===== src/rtl/ivt_pkg.sv =====
package ivt_pkg;
    localparam int DATA_W   = 32;
    localparam int RUN_BIT  = 31;
    localparam int MODE_BIT = 30;
    localparam int ACK_BIT  = 30;
    localparam int PEND_BIT = 30;
    localparam logic SEL_CTRL = 1'b0;
    localparam logic SEL_STAT = 1'b1;

    typedef struct packed {
        logic start;
        logic halt;
        logic autoreload;
        logic ack;
    } ivt_cmd_t;
endpackage


===== src/rtl/ivt_bus_decode.sv =====
module ivt_bus_decode
    import ivt_pkg::*;
#(
    parameter int CNT_W = 29
) (
    input  logic              reg_sel,
    input  logic              wr_en,
    input  logic [DATA_W-1:0] wr_data,
    output ivt_cmd_t          cmd,
    output logic [CNT_W-1:0]  interval
);
    logic ctrl_wr;
    logic stat_wr;
    logic unused_bits;

    assign ctrl_wr = wr_en && (reg_sel == SEL_CTRL);
    assign stat_wr = wr_en && (reg_sel == SEL_STAT);

    always_comb begin
        cmd.start      = ctrl_wr && wr_data[RUN_BIT];
        cmd.halt       = ctrl_wr && !wr_data[RUN_BIT];
        cmd.autoreload = wr_data[MODE_BIT];
        cmd.ack        = stat_wr && wr_data[ACK_BIT];
    end

    assign interval    = wr_data[CNT_W-1:0];
    assign unused_bits = ^wr_data[MODE_BIT-1:CNT_W];
endmodule


===== src/rtl/ivt_counter.sv =====
module ivt_counter
    import ivt_pkg::*;
#(
    parameter int CNT_W = 29
) (
    input  logic             clk,
    input  logic             rst_n,
    input  ivt_cmd_t         cmd,
    input  logic [CNT_W-1:0] interval,
    input  logic             tick,
    output logic             run,
    output logic             autoreload,
    output logic [CNT_W-1:0] reload,
    output logic [CNT_W-1:0] count,
    output logic             pending,
    output logic             expire
);
    typedef struct packed {
        logic             run;
        logic             autoreload;
        logic [CNT_W-1:0] reload;
        logic [CNT_W-1:0] count;
        logic             pending;
    } state_t;

    state_t st_d, st_q;
    logic   expire_d;

    always_comb begin
        st_d     = st_q;
        expire_d = 1'b0;
        if (cmd.start) begin
            st_d.run        = 1'b1;
            st_d.autoreload = cmd.autoreload;
            st_d.reload     = interval;
            st_d.count      = interval;
        end else if (cmd.halt) begin
            st_d.run = 1'b0;
        end else if (st_q.run && tick) begin
            if (st_q.count == '0) begin
                expire_d = 1'b1;
                if (st_q.autoreload) begin
                    st_d.count = st_q.reload;
                end else begin
                    st_d.run = 1'b0;
                end
            end else begin
                st_d.count = st_q.count - 1'b1;
            end
        end
        if (cmd.ack) begin
            st_d.pending = 1'b0;
        end
        if (expire_d) begin
            st_d.pending = 1'b1;
        end
    end

    always_ff @(posedge clk or negedge rst_n) begin
        if (!rst_n) begin
            st_q <= '0;
        end else begin
            st_q <= st_d;
        end
    end

    assign run        = st_q.run;
    assign autoreload = st_q.autoreload;
    assign reload     = st_q.reload;
    assign count      = st_q.count;
    assign pending    = st_q.pending;
    assign expire     = expire_d;
endmodule


===== src/rtl/ivt_read_mux.sv =====
module ivt_read_mux
    import ivt_pkg::*;
#(
    parameter int CNT_W = 29
) (
    input  logic              reg_sel,
    input  logic              run,
    input  logic              autoreload,
    input  logic [CNT_W-1:0]  reload,
    input  logic [CNT_W-1:0]  count,
    input  logic              pending,
    output logic [DATA_W-1:0] rd_data
);
    always_comb begin
        rd_data = '0;
        if (reg_sel == SEL_CTRL) begin
            rd_data[CNT_W-1:0] = reload;
            rd_data[MODE_BIT]  = autoreload;
            rd_data[RUN_BIT]   = run;
        end else begin
            rd_data[CNT_W-1:0] = count;
            rd_data[PEND_BIT]  = pending;
        end
    end
endmodule


===== src/rtl/ivt_timer.sv =====
module ivt_timer
    import ivt_pkg::*;
#(
    parameter int CNT_W = 29
) (
    input  logic              clk,
    input  logic              rst_n,
    input  logic              reg_sel,
    input  logic              wr_en,
    input  logic [DATA_W-1:0] wr_data,
    output logic [DATA_W-1:0] rd_data,
    input  logic              tick,
    output logic              irq
);
    ivt_cmd_t         cmd;
    logic [CNT_W-1:0] interval;
    logic             run;
    logic             autoreload;
    logic [CNT_W-1:0] reload;
    logic [CNT_W-1:0] count;
    logic             pending;
    logic             expire;

    ivt_bus_decode #(.CNT_W(CNT_W)) dec_i (
        .reg_sel  (reg_sel),
        .wr_en    (wr_en),
        .wr_data  (wr_data),
        .cmd      (cmd),
        .interval (interval)
    );

    ivt_counter #(.CNT_W(CNT_W)) cnt_i (
        .clk        (clk),
        .rst_n      (rst_n),
        .cmd        (cmd),
        .interval   (interval),
        .tick       (tick),
        .run        (run),
        .autoreload (autoreload),
        .reload     (reload),
        .count      (count),
        .pending    (pending),
        .expire     (expire)
    );

    ivt_read_mux #(.CNT_W(CNT_W)) rmux_i (
        .reg_sel    (reg_sel),
        .run        (run),
        .autoreload (autoreload),
        .reload     (reload),
        .count      (count),
        .pending    (pending),
        .rd_data    (rd_data)
    );

    assign irq = pending;
endmodule


===== config.mk =====
export PLATFORM = sky130hd
export DESIGN_NAME = ivt_timer
export DESIGN_NICKNAME = d
export VERILOG_FILES = /design/src/rtl/ivt_pkg.sv /design/src/rtl/ivt_bus_decode.sv /design/src/rtl/ivt_counter.sv /design/src/rtl/ivt_read_mux.sv /design/src/rtl/ivt_timer.sv
export SDC_FILE = /design/constraint.sdc
export NUM_CORES = 1
export LEC_CHECK = 0
export ABC_AREA = 1
export BUFFER_PORTS_ARGS = -buffer_cell sky130_fd_sc_hd__buf_4
export CAP_MARGIN = 15
export CORE_MARGIN = 3
export CORE_UTILIZATION = 45
export DETAILED_ROUTE_END_ITERATION = 8
export PLACE_DENSITY = 0.67
export SYNTH_ARGS = -nofsm -noshare
export SYNTH_HDL_FRONTEND = slang
export SYNTH_SLANG_ARGS = --single-unit

===== constraint.sdc =====
create_clock -name clk -period 2.55 [get_ports clk]
set_input_delay 0.51 -clock clk [delete_from_list [all_inputs] [get_ports clk]]
set_output_delay 0.51 -clock clk [all_outputs]
set_load 0.005 [all_outputs]

---- Word-level counts from Yosys, hierarchy flattened ----
Index checks and enable logic that the tools add are counted.
W data, S select, Z words.
word-level totals
  register bits ........................... 61
  word-level logic and storage cells ...... 43
operators by class
  mux-type cells .......................... 19
  eq/ne operators ......................... 3
  reductions and logical operators ........ 14
  $add $sub $neg .......................... 1
  bitwise logic cells ..................... 1
operators by type and width
  kind                     count
  $mux W29                 6
  $logic_not A29 Y1        1
  $sub A29 B1 Y29 const B  1
  $mux W1                  13
  $logic_and A1 B1 Y1      6
  $reduce_and A3 Y1        2
  $reduce_bool A3 Y1       2
  $reduce_bool A2 Y1       2
  $ne A3 B2 Y1 const B     1
  $ne A3 B3 Y1 const B     1
  $ne A2 B1 Y1 const B     1
  $logic_not A1 Y1         1
  $not A1 Y1               1

---- Longest topological paths before layout ----
  depth in word-level cells ............... 6
  mapped depth ............................ 14
  gate-level depth less buffers ........... 13

---- Hierarchy ----
A second synthesis with hierarchy kept.
unflattened totals
  cells, all modules ...................... 670
  area, all modules ....................... 4410.5 µm²
modules (own cells, without submodules)
  module          area an instance (µm²)  cells an instance  seq. area each (µm²)  instances
  ivt_counter     3764.9                  531                1526.5                1
  ivt_read_mux    390.4                   101                0.0                   1
  ivt_bus_decode  255.2                   38                 0.0                   1

---- Least setup slack after synthesis ----
OpenSTA, ideal clock, no wires.
  kind .................................... register to register
  start point ............................. register cnt_i.st_q (netlist bit cnt_i.count[0])
  end point ............................... register cnt_i.st_q (netlist bit cnt_i.count[12])
  setup slack ............................. 720 ps
  path buffers ............................ 2
  arrival time ............................ 1714 ps
  stages on the path, launching flop included .. 14
  period minus slack after synthesis ...... 1830 ps
  cells stage by stage .................... dfrtp_1 -> inv_1 -> ha_1 -> nand2_2 -> nor2_4 -> nand2_2 -> nor2_4 -> nand3_2 -> nand2_2 -> inv_2 -> buf_6 -> buf_6 -> nand2_1 -> nand2_1
between the ends
  cells in the longest elaborated chain, start to end .. 5
  elaborated cells on any way between the ends .. 8
  those cells by class .................... add/sub: 1; eq/ne: 1; mux: 4; reduce/logical: 2
ends and longest elaborated chain
  element                                               RTL line                              source
  start, declared                                       ivt_counter.sv:26                     state_t st_d, st_q;
  start signal, assigned                                ivt_counter.sv:63                     st_q <= st_d;
  $sub A29 B1 Y29 or $logic_not A29 Y1 (tied branches)  ivt_counter.sv:48, ivt_counter.sv:40
  $mux W29                                              ivt_counter.sv:40                     if (st_q.count == '0) begin
  $mux W29                                              ivt_counter.sv:39                     end else if (st_q.run && tick) begin
  $mux W29                                              ivt_counter.sv:37                     end else if (cmd.halt) begin
  $mux W29                                              ivt_counter.sv:32                     if (cmd.start) begin
Parallel ways exist; a longest one is shown, timed or not. The select of a mux whose other input is x is not followed.
A chain may end at the register's enable or synchronous reset.

---- Worst setup path in the final report ----
  start point ............................. register cnt_i.st_q (netlist bit cnt_i.count[0])
  end point ............................... register cnt_i.st_q (netlist bit cnt_i.run)
between the ends
  cells in the longest elaborated chain, start to end .. 3
ends and longest elaborated chain
  element                       RTL line
  $logic_not A29 Y1             ivt_counter.sv:40
  $reduce_bool A3 Y1 (no line)  -
  $reduce_and A3 Y1 (no line)   -
No other way between the ends.

==> out/qor.yml <==
vias_per_cell: 5.07
portBuffers: 67
cts.path.max_buffers: 2
initial_core_util_pct: 46.7
insertion_delay_ns: 0.34
layout_setup_ws_ns: 0.413
crit_type: "reg2reg"
dp_hpwl_mm: 7.64
synth_area_leader_cell: "dfrtp_1"
synthFlopType: "dfrtp_1"
cts_tree: "done"
dieArea_um2: 10300
nNetsFinal: 735
peakVddDrop_mv: 0.315
area_growth_pct: 17.3
cp.required_ns: 2.74
drt_first_iter_violations: 166
cts_setup_buffers: 0
cts_max_level: 3
firstDrtPassIters: 5
die_y_um: 101
hold_buffers: 0
global_route.usage.met2_pct: 38.3
synth_commonest_cells: "nand2_1 (268), inv_1 (63), dfrtp_1 (61)"
p_per_area_nw_per_um2: 885
cts_resized: 0
busiest_layer: "met2"
worstHoldPathType: "in2async"
ys_seq_area_share_pct: 37.3
ant_nets: 0
dp_slack_ns: 0.438
register_area_um2: 1530
post-place-cells: 794
clock-sinks: 61
synth.most_common_cell: "nand2_1"
place_area_um2: 4640
antenna_cells: 0
groute.layer.met1.usage_pct: 28.2
syn_area_um2: 4090
slew_headroom_pct: 46.2
remaining_drc_errors: 0
ys_types: 25
drt_wl_total_mm: 10.8
synth_nets: 675
period_minus_slack_ns: 2.14
grt_pass1_wl_mm: 18.4
worst_pin_slew_ns: 0.806
io_pins: 70
status: "finished, final reports clean"
netlist_instances: 637
num_vias: 4103
ys_top_cells_by_area: "dfrtp_1 (37%), nand2_1 (25%), nand3_1 (6.1%), inv_1 (5.8%), o21ai_0 (5.7%)"
antenna_found_initial: 0
drive_gt1_share_pct: 16.2
finalSetupViolCount: 0
gr-total-overflow: 0
gp_congestion: 0.916
max_freq_mhz: 468
max_cap_viol_count: 0
multi_input_area_um2: 2130
crit_path_end_kind: "register"
grt_setup_unrepaired: "false"
ys_seq_elements: 61
hold_viol_final: 0
post-route-period-util_pct: 83.8
fin_setup_tns_ns: 0
final_area_um2: 4800
worst-path-max-fanout: 12
grt_usage_pct: 22.3
fill_cells: 917
finalClockSkew_ns: 0.0111
p_leak_nw: 2.68
yosysWarningCount: 0
grt_max_degree: 62
rows: 34
drt-wirelength-per-cell_um: 13.3
core_um2: 8760
root_buffer: "clkbuf_8"
drv_slew: 0
syn-mean-instance-area_um2: 6.42
arrival_ns: 2.32
die_w_um: 101
cts-buffers-inserted: 9
final_cells: 810
start_kind: "register"
async_reset_ff_share_pct: 100
synth_enable_flop_cells: 0
grt_pass1_vias: 3980
clkSlewWorstSetupHoldPaths_ns: 0.07
power.total_mw: 4.25
use_met3_pct: 4.48
yosysTopAreaCellShare_pct: 37.3
## state kept, by name, summed over array words and instances, names as in the netlist
name and count:
cnt_i.count 29, cnt_i.reload 29, cnt_i.autoreload 1, cnt_i.pending 1
cnt_i.run 1
## report_power, final
group | switching [mW] | total [mW] | internal, mW
clock | 0.390 | 0.736 | 0.346
combinational | 1.14 | 1.94 | 0.806
sequential | 0.338 | 1.57 | 1.23
## metal layers
layer | vias to the layer above | share of wire [%]
met4 | 0 | 1.6
met1 | 1893 | 45
li1 | 2102 | -
met2 | 90 | 49
met5 | - | 0
met3 | 18 | 4.8
## path summary, 6_finish.rpt
path	startpoint	to	slack (ns)	cells past startpoint
max in group asynchronous	rst_n	cnt_i.count[19]	1.77	1
min in group clk	wr_data[15]	cnt_i.reload[15]	0.38	3
min	rst_n	cnt_i.reload[2]	0.26	1
min reg2reg	cnt_i.reload[28]	cnt_i.reload[28]	0.50	2
max reg2reg	cnt_i.count[0]	cnt_i.run	0.41	11
max	cnt_i.count[0]	cnt_i.run	0.41	11
## final cells by class
cell class	instances	share of cell area [%]
Sequential cell	61	31.8
Clock inverter	5	0.573
Clock buffer	11	2.74
Inverter	70	5.47
Multi-Input combinational cell	479	44.5
Timing Repair Buffer	76	12.1
Tap cell	108	2.81
## metrics by stage
stage / util [%] / hold slack [ns]
3_5_place_dp: 53.0 / 0.485
3_3_place_gp: 53.0 / 0.466
4_1_cts: 54.8 / 0.279
2_1_floorplan: - / 0.214
6_report: 54.8 / 0.258
5_1_grt: 54.8 / 0.314
## worst max-delay path, stage by stage (launching register included)
cell	delay, ns
dfrtp_1	0.40
inv_1	0.13
ha_1	0.20
nand2_2	0.09
nor2_4	0.21
nand2_2	0.09
nor2_2	0.14
nand3_2	0.19
inv_2	0.26
nand2_1	0.11
nor2_1	0.09
o21ai_0	0.08
## cell usage in the layout (no fill, tap or decap)
cell type / instances
nor3_1: 1
o21ai_1: 5
clkinv_2: 4
ha_1: 1
nand4_1: 14
clkinvlp_4: 1
nor2_1: 52
nand3_1: 50
xnor2_1: 10
buf_4: 75
conb_1: 1
nor2_4: 4
nand2_2: 6
buf_12: 1
clkinv_1: 1
inv_2: 6
o21ai_0: 47
xor2_1: 7
nand3_2: 2
dfrtp_1: 61
clkbuf_1: 2
inv_1: 63
nand2_1: 268
nor2_2: 6
a21oi_1: 5
clkbuf_8: 9
## cells by family (layout without fill, tap and decap cells)
logic type,Yosys count,in the layout,share of synthesized area (%)
other,1,1,0.0916
buffers and inverters,97,162,10.5
xor gates and xnor gates,17,17,3.64
adders and majority gates,1,1,0.306
AOI/OAI and AO/OA,57,57,6.97
and+or+nand+nor,403,403,41.1
DFF,61,61,37.3
Power figures use the tool's default switching activity.
